`src/rtl/carmod_pkg.sv`:
```
package carmod_pkg;

  typedef enum logic {
    PH_LOW  = 1'b0,
    PH_HIGH = 1'b1
  } car_phase_t;

  typedef struct packed {
    logic enable;
    logic on_high;
    logic send_only;
  } car_mode_t;

  localparam car_mode_t MODE_RESET = '{enable: 1'b1, on_high: 1'b1, send_only: 1'b1};

endpackage

```
`src/rtl/carmod_cfg_reg.sv`:
```
module carmod_cfg_reg
  import carmod_pkg::*;
#(
  parameter int unsigned CNT_W  = 16,
  parameter int unsigned DEF_HI = 64,
  parameter int unsigned DEF_LO = 64
) (
  input  logic             clk,
  input  logic             rst_n,
  input  logic             load,
  input  logic [CNT_W-1:0] hi_in,
  input  logic [CNT_W-1:0] lo_in,
  input  car_mode_t        mode_in,
  output logic [CNT_W-1:0] hi_q,
  output logic [CNT_W-1:0] lo_q,
  output car_mode_t        mode_q
);

  localparam logic [CNT_W-1:0] HI_RST = CNT_W'(DEF_HI);
  localparam logic [CNT_W-1:0] LO_RST = CNT_W'(DEF_LO);

  always_ff @(posedge clk or negedge rst_n) begin
    if (!rst_n) begin
      hi_q   <= HI_RST;
      lo_q   <= LO_RST;
      mode_q <= MODE_RESET;
    end else if (load) begin
      hi_q   <= hi_in;
      lo_q   <= lo_in;
      mode_q <= mode_in;
    end
  end

endmodule

```
`src/rtl/carmod_gate.sv`:
```
module carmod_gate
  import carmod_pkg::*;
(
  input  car_mode_t mode,
  input  logic      data_lvl,
  input  logic      sending,
  output logic      active
);

  logic phase_match;
  logic state_ok;

  always_comb begin
    phase_match = (data_lvl == mode.on_high);
    state_ok    = sending | ~mode.send_only;
    active      = mode.enable & phase_match & state_ok;
  end

endmodule

```
`src/rtl/carmod_wave.sv`:
```
module carmod_wave
  import carmod_pkg::*;
#(
  parameter int unsigned CNT_W = 16
) (
  input  logic             clk,
  input  logic             rst_n,
  input  logic             active,
  input  logic [CNT_W-1:0] hi_len,
  input  logic [CNT_W-1:0] lo_len,
  output car_phase_t       phase,
  output logic [CNT_W-1:0] cnt
);

  localparam logic [CNT_W-1:0] ONE = CNT_W'(1);

  logic [CNT_W-1:0] raw_len [2];
  logic [CNT_W-1:0] eff_len [2];
  logic [CNT_W-1:0] last_idx;

  assign raw_len[0] = lo_len;
  assign raw_len[1] = hi_len;

  // Clamp each phase length so that 0 behaves as a single cycle
  for (genvar g = 0; g < 2; g++) begin : g_clamp
    assign eff_len[g] = (raw_len[g] == '0) ? ONE : raw_len[g];
  end

  assign last_idx = eff_len[phase == PH_HIGH ? 1 : 0] - ONE;

  always_ff @(posedge clk or negedge rst_n) begin
    if (!rst_n) begin
      phase <= PH_HIGH;
      cnt   <= '0;
    end else if (!active) begin
      phase <= PH_HIGH;
      cnt   <= '0;
    end else if (cnt >= last_idx) begin
      phase <= (phase == PH_HIGH) ? PH_LOW : PH_HIGH;
      cnt   <= '0;
    end else begin
      cnt <= cnt + ONE;
    end
  end

endmodule

```
`src/rtl/carrier_mod.sv`:
```
module carrier_mod
  import carmod_pkg::*;
#(
  parameter int unsigned CNT_W  = 16,
  parameter int unsigned DEF_HI = 64,
  parameter int unsigned DEF_LO = 64
) (
  input  logic             clk,
  input  logic             rst_n,
  input  logic             data_lvl,
  input  logic             sending,
  input  logic             cfg_load,
  input  logic [CNT_W-1:0] cfg_high_len,
  input  logic [CNT_W-1:0] cfg_low_len,
  input  logic             cfg_enable,
  input  logic             cfg_on_high,
  input  logic             cfg_send_only,
  output logic             mod_out
);

  car_mode_t        mode_in;
  car_mode_t        mode_q;
  logic [CNT_W-1:0] hi_q;
  logic [CNT_W-1:0] lo_q;
  logic             active_w;
  car_phase_t       phase_w;
  logic [CNT_W-1:0] cnt_w;

  assign mode_in = '{enable: cfg_enable, on_high: cfg_on_high, send_only: cfg_send_only};

  carmod_cfg_reg #(
    .CNT_W (CNT_W),
    .DEF_HI(DEF_HI),
    .DEF_LO(DEF_LO)
  ) u_cfg (
    .clk    (clk),
    .rst_n  (rst_n),
    .load   (cfg_load),
    .hi_in  (cfg_high_len),
    .lo_in  (cfg_low_len),
    .mode_in(mode_in),
    .hi_q   (hi_q),
    .lo_q   (lo_q),
    .mode_q (mode_q)
  );

  carmod_gate u_gate (
    .mode    (mode_q),
    .data_lvl(data_lvl),
    .sending (sending),
    .active  (active_w)
  );

  carmod_wave #(
    .CNT_W(CNT_W)
  ) u_wave (
    .clk   (clk),
    .rst_n (rst_n),
    .active(active_w),
    .hi_len(hi_q),
    .lo_len(lo_q),
    .phase (phase_w),
    .cnt   (cnt_w)
  );

  always_ff @(posedge clk or negedge rst_n) begin
    if (!rst_n) mod_out <= 1'b0;
    else        mod_out <= active_w ? (phase_w == PH_HIGH) : data_lvl;
  end

endmodule

```
`config.mk`:
```
export PLATFORM = sky130hd
export DESIGN_NAME = carrier_mod
export DESIGN_NICKNAME = d
export VERILOG_FILES = /design/src/rtl/carmod_pkg.sv /design/src/rtl/carmod_cfg_reg.sv /design/src/rtl/carmod_gate.sv /design/src/rtl/carmod_wave.sv /design/src/rtl/carrier_mod.sv
export SDC_FILE = /design/constraint.sdc
export NUM_CORES = 1
export LEC_CHECK = 0
export ABC_AREA = 1
export BUFFER_PORTS_ARGS = -buffer_cell sky130_fd_sc_hd__buf_2
export CORE_MARGIN = 5
export CORE_UTILIZATION = 55
export DETAILED_ROUTE_END_ITERATION = 16
export PLACE_DENSITY = 0.85
export SLEW_MARGIN = 20
export SYNTH_ARGS = -nofsm -noshare
export SYNTH_HDL_FRONTEND = slang
export SYNTH_SLANG_ARGS = --single-unit
```
`constraint.sdc`:
```
create_clock -name clk -period 5 [get_ports clk]
set_input_delay 1 -clock clk [delete_from_list [all_inputs] [get_ports clk]]
set_output_delay 1 -clock clk [all_outputs]
set_load 0.01 [all_outputs]
```
### Word level (Yosys, flattened, before mapping)

Index checks and enable logic that the tools add are counted.

| storage, ports and cells | value |
|---|---|
| register bits | 53 |
| output and inout bits | 1 |

| cells by class | value |
|---|---|
| reduce and logical (&&, ||, !) cells | 2 |
| bitwise logic cells | 5 |
| order comparisons | 2 |
| $add $sub $neg | 2 |
| equality and inequality tests | 2 |
| muxes and demuxes | 12 |

Operator list:

| operator | number |
|---|---|
| 16-bit two-way mux | 7 |
| 32-bit by 2-bit >= comparator with 1-bit output (second input constant) | 1 |
| 16-bit logical NOT | 2 |
| 32-bit NOT | 1 |
| 16-bit by 1-bit adder with 16-bit output (second input constant) | 1 |
| 16-bit >= comparator | 1 |
| 16-bit by 1-bit subtractor with 16-bit output (second input constant) | 1 |
| 1-bit two-way mux | 5 |
| 1-bit bitwise AND | 2 |
| 2-bit by 1-bit != test with 1-bit output (second input constant) | 1 |
| 1-bit equality test | 1 |
| 1-bit NOT | 1 |
| 1-bit OR | 1 |

### Longest topological paths before layout

Gate-level depths: netlist (run 1).

| logic depth | value |
|---|---|
| word-level depth | 9 |
| depth in mapped cells | 21 |

### Hierarchy

From an unflattened synthesis (run 1), not the netlist that was laid out.

| unflattened totals | value |
|---|---|
| cells, all modules | 466 |
| area total of the unflattened synthesis | 3462.1 um^2 |

By module, submodules not included:

| module | area each (um^2) | cells an instance | times used |
|---|---|---|---|
| carmod_wave | 1996.9 | 304 | 1 |
| carmod_cfg_reg | 1388.8 | 148 | 1 |
| carrier_mod | 40.0 | 5 | 1 |
| carmod_gate | 36.3 | 9 | 1 |

### Least setup slack after synthesis (run 1)

Ideal clock, no wire load.

| path | value |
|---|---|
| path kind | reg-to-reg |
| start | register u_wave.phase |
| end | register u_wave.cnt[11] |
| arrival time | 2.925 ns |
| setup time | 0.120 ns |
| clock period less this slack | 3.046 ns |
| slack | 1.954 ns |
| buffers on the path | 3 |
| cell stages (with the launch flop) | 20 |
| cells stage by stage | dfstp_2 buf_6 buf_6 inv_1 nor2_1 nand2_1 nand2_4 ha_1 nand3_2 nor2_2 nand2_1 xnor2_1 inv_1 ha_1 nand4_1 nor2_1 nand3_1 nand4_1 buf_2 nor2_1 |

| between the ends | value |
|---|---|
| longest elaborated chain between the ends | 9 |

Ends and longest elaborated chain:

| item | line | text |
|---|---|---|
| start: declaration | carmod_wave.sv:11 | `output car_phase_t phase,` |
| start signal: assignment | carmod_wave.sv:39 | `phase <= (phase == PH_HIGH) ? PH_LOW : PH_HIGH;` |
| 1-bit two-way mux | carmod_wave.sv:29 | `assign last_idx = eff_len[phase == PH_HIGH ? 1 : 0] - ONE;` |
| 32-bit NOT | carmod_wave.sv:29 |  |
| 16-bit two-way mux (3 in series) | carmod_wave.sv:29 |  |
| 16-bit by 1-bit subtractor with 16-bit output | carmod_wave.sv:29 |  |
| 16-bit >= comparator | carmod_wave.sv:38 | `end else if (cnt >= last_idx) begin` |
| 16-bit two-way mux | carmod_wave.sv:38 |  |
| 16-bit two-way mux | carmod_wave.sv:35 | `end else if (!active) begin` |
| end signal: assignment | carmod_wave.sv:42 | `cnt <= cnt + ONE;` |
| end: declaration | carmod_wave.sv:12 | `output logic [CNT_W-1:0] cnt` |

No other way between the ends. The select of a mux whose other input is x is not followed.
A chain may end at the register's enable or synchronous reset.

### Worst setup path in the final report (run 1)

| path | value |
|---|---|
| start | register u_wave.phase |
| end | register u_wave.cnt[15] |

The elaborated chain is that of the path after synthesis.

==> qor.yml, run 1 <==
setup_viol: 0
drive_gt1_frac: 0.158
gp_congestion: 0.874
status: "finished, final reports clean"
rsz0062_at_grt: "false"
area_growth_pct: 11.6
std_cell_rows: 27
grt_pass1_vias: 2656
grt-ovfl-total: 0
clk_path_buf_depth: 2
synthTopCellsByArea: "dfrtp_1, nand2_1, ha_1, inv_1, nor2_1"
core_sq_um: 5570
cts_htree_levels: 2
routed_via_density: 5.19
final_net_count: 507
die_y_um: 86.2
dieArea_sq_um: 7430
fin_setup_tns_ns: 0
place_hpwl_mm: 4.98
clk_pin_slew_ns: 0.09
ys_ff_latch: 53
clock-sinks: 53
syn_nets: 470
tritoncts.num_buffers: 5
min_period_ns: 3.63
layout_commonest_cell: "nand2_1"
stdcell_area_sq_um: 3560
path_cells: "inv_1 -> nor2_1 -> nand2_1 -> nand2_4 -> ha_1 -> nand3_2 -> nor2_2 -> nand2_1 -> xnor2_1 -> inv_1 -> ha_1 -> nand4_1 -> inv_1 -> nand2_1 -> nand2_1 -> inv_1 -> nand4_1 -> nor2_1"
place_area_sq_um: 3430
track_usage: 0.188
clockRootBuffer: "clkbuf_8"
yosys_warnings: 0
grt_pass1_wl_mm: 11.5
insertion_delay_ns: 0.31
path_max_fanout: 34
ys_seq_area_frac: 0.418
drt_pass1_iterations: 5
cp_slowest_stage_delay_ns: 0.90
die_x_um: 86.2
first_iter_violations: 198
routed_wl_mm: 6.53
port_buffers: 40
p_leak_nw: 1.79
syn_area_sq_um: 3190
ios: 41
finalHoldViolCount: 0
post_cts.repair.setup_buffers: 0
ir_drop_mv: 0.219
power_density_nw_per_um2: 306
cts_tree: "built"
ctsHoldBuffers: 0
wl_per_cell_um: 12.5
drc: 0
final_cell_mix: "nand2_1, inv_1, nor2_1"
n_fill_cell: 486
vias: 2707
syn_avg_cell_area_sq_um: 7.75
grt_max_degree: 65
synthCells: 412
fmax_mhz: 276
worstSetupStartpointType: "register"
ctsResizeCount: 0
final_util: 0.639
holdWs_ns: 0.490
drv_slew: 0
required_ns: 5.22
tightest_slew_ns: 0.874
start_util: 0.573
crit_slowest_cell: "dfstp_2"
synth_cell_types: 29
diodes: 0
cap_violations: 0
min_path_type: "reg -> reg"
slew_headroom: 0.417
drtAntennaViolNets: 0
path_class: "reg -> reg"
min_period_over_period: 0.726
synth_area_leader_cell: "dfrtp_1"
finalClockSkew_ns: 0.00593
endpoint_kind: "register"
antenna_found_initial: 0
synth_top_area_share: 0.368
cp.arrival_ns: 3.85
==> sequential cells by signal, indices dropped and copies added (netlist names) <==
register	flops
u_wave.cnt	16
u_cfg.hi_q	16
mod_out	1
u_cfg.mode_q	3
u_cfg.lo_q	16
u_wave.phase	1
==> worst max-delay path, delay by kind of cell (launching register included) <==
| family | cells | cell delay (ns) |
|---|---|---|
| xor gates and xnor gates | 1 | 0.13 |
| buffers and inverters | 4 | 0.22 |
| and+or+nand+nor | 11 | 1.77 |
| adders and majority gates | 2 | 0.50 |
| DFF | 1 | 0.90 |
==> through the flow <==
step / cells / power [W] / worst slack, ns
after floorplan: 412 / 0.000679 / 1.95
after global placement: 514 / 0.000734 / 1.54
after detailed placement: 514 / 0.000746 / 1.40
after CTS: 522 / 0.00109 / 1.36
after global routing: 522 / 0.00115 / 0.937
final: 522 / 0.00109 / 1.37
==> cell type report <==
type,count,area (sq um),share of cell area
multi-input cells,292,1590,0.445
flip-flops and latches,53,1330,0.374
inverters,56,210,0.0590
repair buffers,41,208,0.0583
well taps,72,90.1,0.0253
clock buffers,5,68.8,0.0193
clock inverters,3,65.1,0.0183
==> cell usage after synthesis (all sizes together) <==
| cell | count |
|---|---|
| mux2 | 6 |
| ha | 18 |
| o21ai | 45 |
| nor2 | 54 |
| nand4 | 9 |
| clkbuf | 6 |
| buf | 5 |
| nand3 | 19 |
| dfrtp | 47 |
| a21o | 2 |
| o21bai | 1 |
| nand2 | 103 |
| dfstp | 6 |
| o21a | 1 |
| inv | 56 |
| nor3 | 4 |
| xnor2 | 6 |
| a21oi | 6 |
| xor2 | 18 |
==> cells by family after synthesis <==
logic type               count (synthesis)  synth area share
AND/OR/NAND/NOR                        189             0.248
buffers and inverters                   67            0.0851
adder cells (fa/ha/maj)                 18            0.0706
XOR/XNOR                                24            0.0659
flip-flops                              53             0.418
multiplexers                             6            0.0212
AO/OA/AOI/OAI                           55            0.0917
==> per-layer routing <==
layer | wire length (um) | vias to the layer above | GRT usage
met5 | 0 | - | 0
met4 | 168 | 0 | 0.0609
met3 | 287 | 20 | 0.0390
met2 | 3130 | 80 | 0.315
met1 | 2940 | 1238 | 0.245
li1 | - | 1369 | -
==> power by group <==
group | internal (W) | switching [W]
Sequential | 0.000462 | 0.0000270
Clock | 0.000199 | 0.000147
Combinational | 0.0000919 | 0.000162
==> worst paths after layout <==
kind	start	endpoint	slack, ns	cells after the start
max	u_wave.phase$_DFFE_PN1P_	u_wave.cnt[15]$_DFF_PN0_	1.37	18
min	u_cfg.mode_q[0]$_DFFE_PN1P_	u_cfg.mode_q[0]$_DFFE_PN1P_	0.49	2
max reg2reg	u_wave.phase$_DFFE_PN1P_	u_wave.cnt[15]$_DFF_PN0_	1.37	18
min reg2reg	u_cfg.mode_q[0]$_DFFE_PN1P_	u_cfg.mode_q[0]$_DFFE_PN1P_	0.49	2
max in group asynchronous	rst_n	u_cfg.lo_q[7]$_DFFE_PN0P_	3.78	2
min in group asynchronous	rst_n	u_wave.cnt[4]$_DFF_PN0_	0.79	2
Power figures use the tool's default switching activity.
==> run 2, diff against run 1 <==
ABC_AREA = 0   (was 1)
PLACE_DENSITY = 0.86   (was 0.85)
clock period = 3.8 ns   (was 5 ns; I/O delays follow)
==> qor.yml, run 2 <==
status: "finished, final reports clean"  # unchanged
routed_wl_mm: 6.34  # was 6.53 mm
die_x_um: 84.8  # was 86.2 um
yosys_warnings: 0  # unchanged
clockRootBuffer: "clkbuf_8"  # unchanged
endpoint_kind: "register"  # unchanged
start_util: 0.562  # was 0.573
setup_ws_ns: 0.132  # was 1.37 ns
drive_gt1_frac: 0.345  # was 0.158
fmax_mhz: 273  # was 276 MHz
ios: 41  # unchanged
track_usage: 0.188  # about the same
tritoncts.num_buffers: 5  # unchanged
wl_per_cell_um: 16.1  # was 12.5 um
cap_violations: 0  # unchanged
first_iter_violations: 107  # was 198
min_path_type: "in -> async"  # was reg -> reg
ys_ff_latch: 53  # unchanged
ir_drop_mv: 0.278  # was 0.219 mV
holdWs_ns: 0.474  # was 0.490 ns
place_area_sq_um: 3360  # was 3430 sq um
syn_nets: 336  # was 470
path_max_fanout: 9  # was 34
path_cells: "nor4_4 -> a41oi_2 -> or2_2 -> ha_1 -> nand3_2 -> nor2_1 -> xor2_1 -> mux2i_1 -> ha_1 -> a21o_1 -> a21oi_1 -> nor2b_1 -> a2111oi_2 -> o211ai_2 -> buf_4 -> nor2_1"  # was inv_1 -> nor2_1 -> nand2_1 -> nand2_4 -> ha_1 -> nand3_2 -> nor2_2 -> nand2_1 -> xnor2_1 -> inv_1 -> ha_1 -> nand4_1 -> inv_1 -> nand2_1 -> nand2_1 -> inv_1 -> nand4_1 -> nor2_1
n_fill_cell: 415  # was 486
cp_slowest_stage_delay_ns: 0.45  # was 0.90 ns
grt_max_degree: 54  # was 65
path_class: "reg -> reg"  # unchanged
synth_most_common_cell: "dfrtp_1"  # was nand2_1
syn_avg_cell_area_sq_um: 11.1  # was 7.75 sq um
min_period_over_period: 0.965  # was 0.726
layout_commonest_cell: "dfrtp_1"  # was nand2_1
power_density_nw_per_um2: 358  # was 306 nW/um^2
grt_pass1_vias: 2394  # was 2656
reg.largest.list: "u_cfg.hi_q (16), u_cfg.lo_q (16), u_wave.cnt (16)"  # unchanged
synthArstFlopShare: 1.00  # unchanged
ys.flop_type: "dfrtp_1"  # unchanged
clk_path_buf_depth: 2  # unchanged
finalHoldViolCount: 0  # unchanged
std_cell_rows: 27  # unchanged
synthTopCellsByArea: "dfrtp_1, mux2_2, ha_1, xor2_1, mux2i_1"  # was dfrtp_1, nand2_1, ha_1, inv_1, nor2_1
core_sq_um: 5470  # was 5570 sq um
routed_via_density: 5.65  # was 5.19
synth_top_area_share: 0.383  # was 0.368
slew_headroom: 0.508  # was 0.417
synth-edff-count: 0  # unchanged
port_buffers: 40  # unchanged
worstSetupStartpointType: "register"  # unchanged
insertion_delay_ns: 0.31  # about the same
vias: 2225  # was 2707
synthCells: 278  # was 412
drv_slew: 0  # unchanged
min_period_ns: 3.67  # was 3.63 ns
tightest_slew_ns: 0.737  # was 0.874 ns
post_cts.repair.setup_buffers: 0  # unchanged
crit_start: "u_cfg.lo_q[10]$_DFFE_PN0P_"  # was u_wave.phase$_DFFE_PN1P_
gp_congestion: 0.831  # was 0.874
grt_pass1_wl_mm: 10.9  # was 11.5 mm
area_growth_pct: 14.6  # was 11.6%
synthTopCellsByCount: "dfrtp_1, mux2_2, nor2_1, xor2_1, ha_1"  # was nand2_1, inv_1, nor2_1, dfrtp_1, o21ai_0
final_net_count: 379  # was 507
cp_num_buf_inv: 1  # was 4
cp.arrival_ns: 3.90  # was 3.85 ns
clock-sinks: 53  # unchanged
diodes: 0  # unchanged
fin_setup_tns_ns: 0  # unchanged
clk_pin_slew_ns: 0.09  # about the same
crit_slowest_cell: "dfrtp_1"  # was dfstp_2
ys_seq_area_frac: 0.434  # was 0.418
drt_pass1_iterations: 4  # was 5
finalClockSkew_ns: 0.0103  # was 0.00593 ns
final_util: 0.644  # was 0.639
dp_slack_ns: 0.0197  # was 1.40 ns
grt-ovfl-total: 0  # unchanged
worst_path_dominant_cell_family: "simple AND/OR/NAND/NOR gates"  # unchanged
synth_cell_types: 37  # was 29
r2r_start: "u_cfg.lo_q[10]$_DFFE_PN0P_"  # was u_wave.phase$_DFFE_PN1P_
drtAntennaViolNets: 0  # unchanged
required_ns: 4.03  # was 5.22 ns
dieArea_sq_um: 7180  # was 7430 sq um
ctsHoldBuffers: 0  # unchanged
antenna_found_initial: 0  # unchanged
drc: 0  # unchanged
p_leak_nw: 1.63  # was 1.79 nW
cts_htree_levels: 2  # unchanged
final_cell_mix: "dfrtp_1, buf_2, mux2_2"  # was nand2_1, inv_1, nor2_1
setup_viol: 0  # unchanged
cts_tree: "built"  # unchanged
place_hpwl_mm: 4.83  # was 4.98 mm
die_y_um: 84.8  # was 86.2 um
syn_area_sq_um: 3070  # was 3190 sq um
synth_area_leader_cell: "dfrtp_1"  # unchanged
stdcell_area_sq_um: 3520  # was 3560 sq um
run 2: cell count changes in the layout (fill, tap and decap cells not counted), moves of 10 or more:
cell     change
inv_1       -51
mux2_2      +30
mux2i_1     +16
nand2_1     -92
nand3_1     -10
nor2_1      -18
o21ai_0     -35
run 2: timing repair:
action / CTS / global route
gates resized for setup: 1 / 11
endpoints found under the setup margin: 3 / 17
pin swaps: 0 / 1
run 2: power by group:
| group | internal (W) | total, W | switching [W] |
|---|---|---|---|
| clock | 0.000132 | 0.000308 | 0.000176 |
| combinational | 0.000143 | 0.000283 | 0.000140 |
| sequential | 0.000612 | 0.000670 | 0.0000584 |
run 2: final cells by class:
type	instances	area [sq um]	share of cell area
clock buffer	7	76.3	0.0217
multi-input combinational	213	1760	0.501
timing repair buffer	44	233	0.0661
tap	72	90.1	0.0256
clock inverter	1	8.76	0.00249
inverter	4	15.0	0.00426
sequential	53	1340	0.379
run 2: logic make-up (layout without fill, tap and decap cells):
| kind of cell | after synthesis | in the layout | synth area share |
|---|---|---|---|
| compound gates | 19 | 19 | 0.0456 |
| xor+xnor | 34 | 34 | 0.0969 |
| fa+ha+maj | 18 | 18 | 0.0733 |
| buf+inv | 12 | 56 | 0.0163 |
| flops | 53 | 53 | 0.434 |
| mux | 53 | 53 | 0.189 |
| simple gates | 89 | 89 | 0.145 |
run 2: path summary, 6_finish.rpt:
check	endpoint	slack [ns]	cells past startpoint
worst max-delay path	u_wave.cnt[7]$_DFF_PN0_	0.13	16
worst min-delay path	u_cfg.hi_q[3]$_DFFE_PN0P_	0.47	1
worst max register to register	u_wave.cnt[7]$_DFF_PN0_	0.13	16
worst min register to register	u_wave.cnt[0]$_DFF_PN0_	0.52	1
max in group asynchronous	u_cfg.lo_q[7]$_DFFE_PN0P_	2.86	1
min in group clk	u_wave.cnt[0]$_DFF_PN0_	0.52	1
run 2: metal layers:
layer	wire, um	track usage
met4	213	0.0835
met2	3210	0.322
met3	272	0.0363
met1	2650	0.229
met5	0	0
run 2: metrics by stage:
step / instances / total power (W)
after floorplan: 278 / 0.000856
after global placement: 386 / 0.000932
after detailed placement: 386 / 0.000947
after CTS: 394 / 0.00126
after global routing: 394 / 0.00134
final: 394 / 0.00126
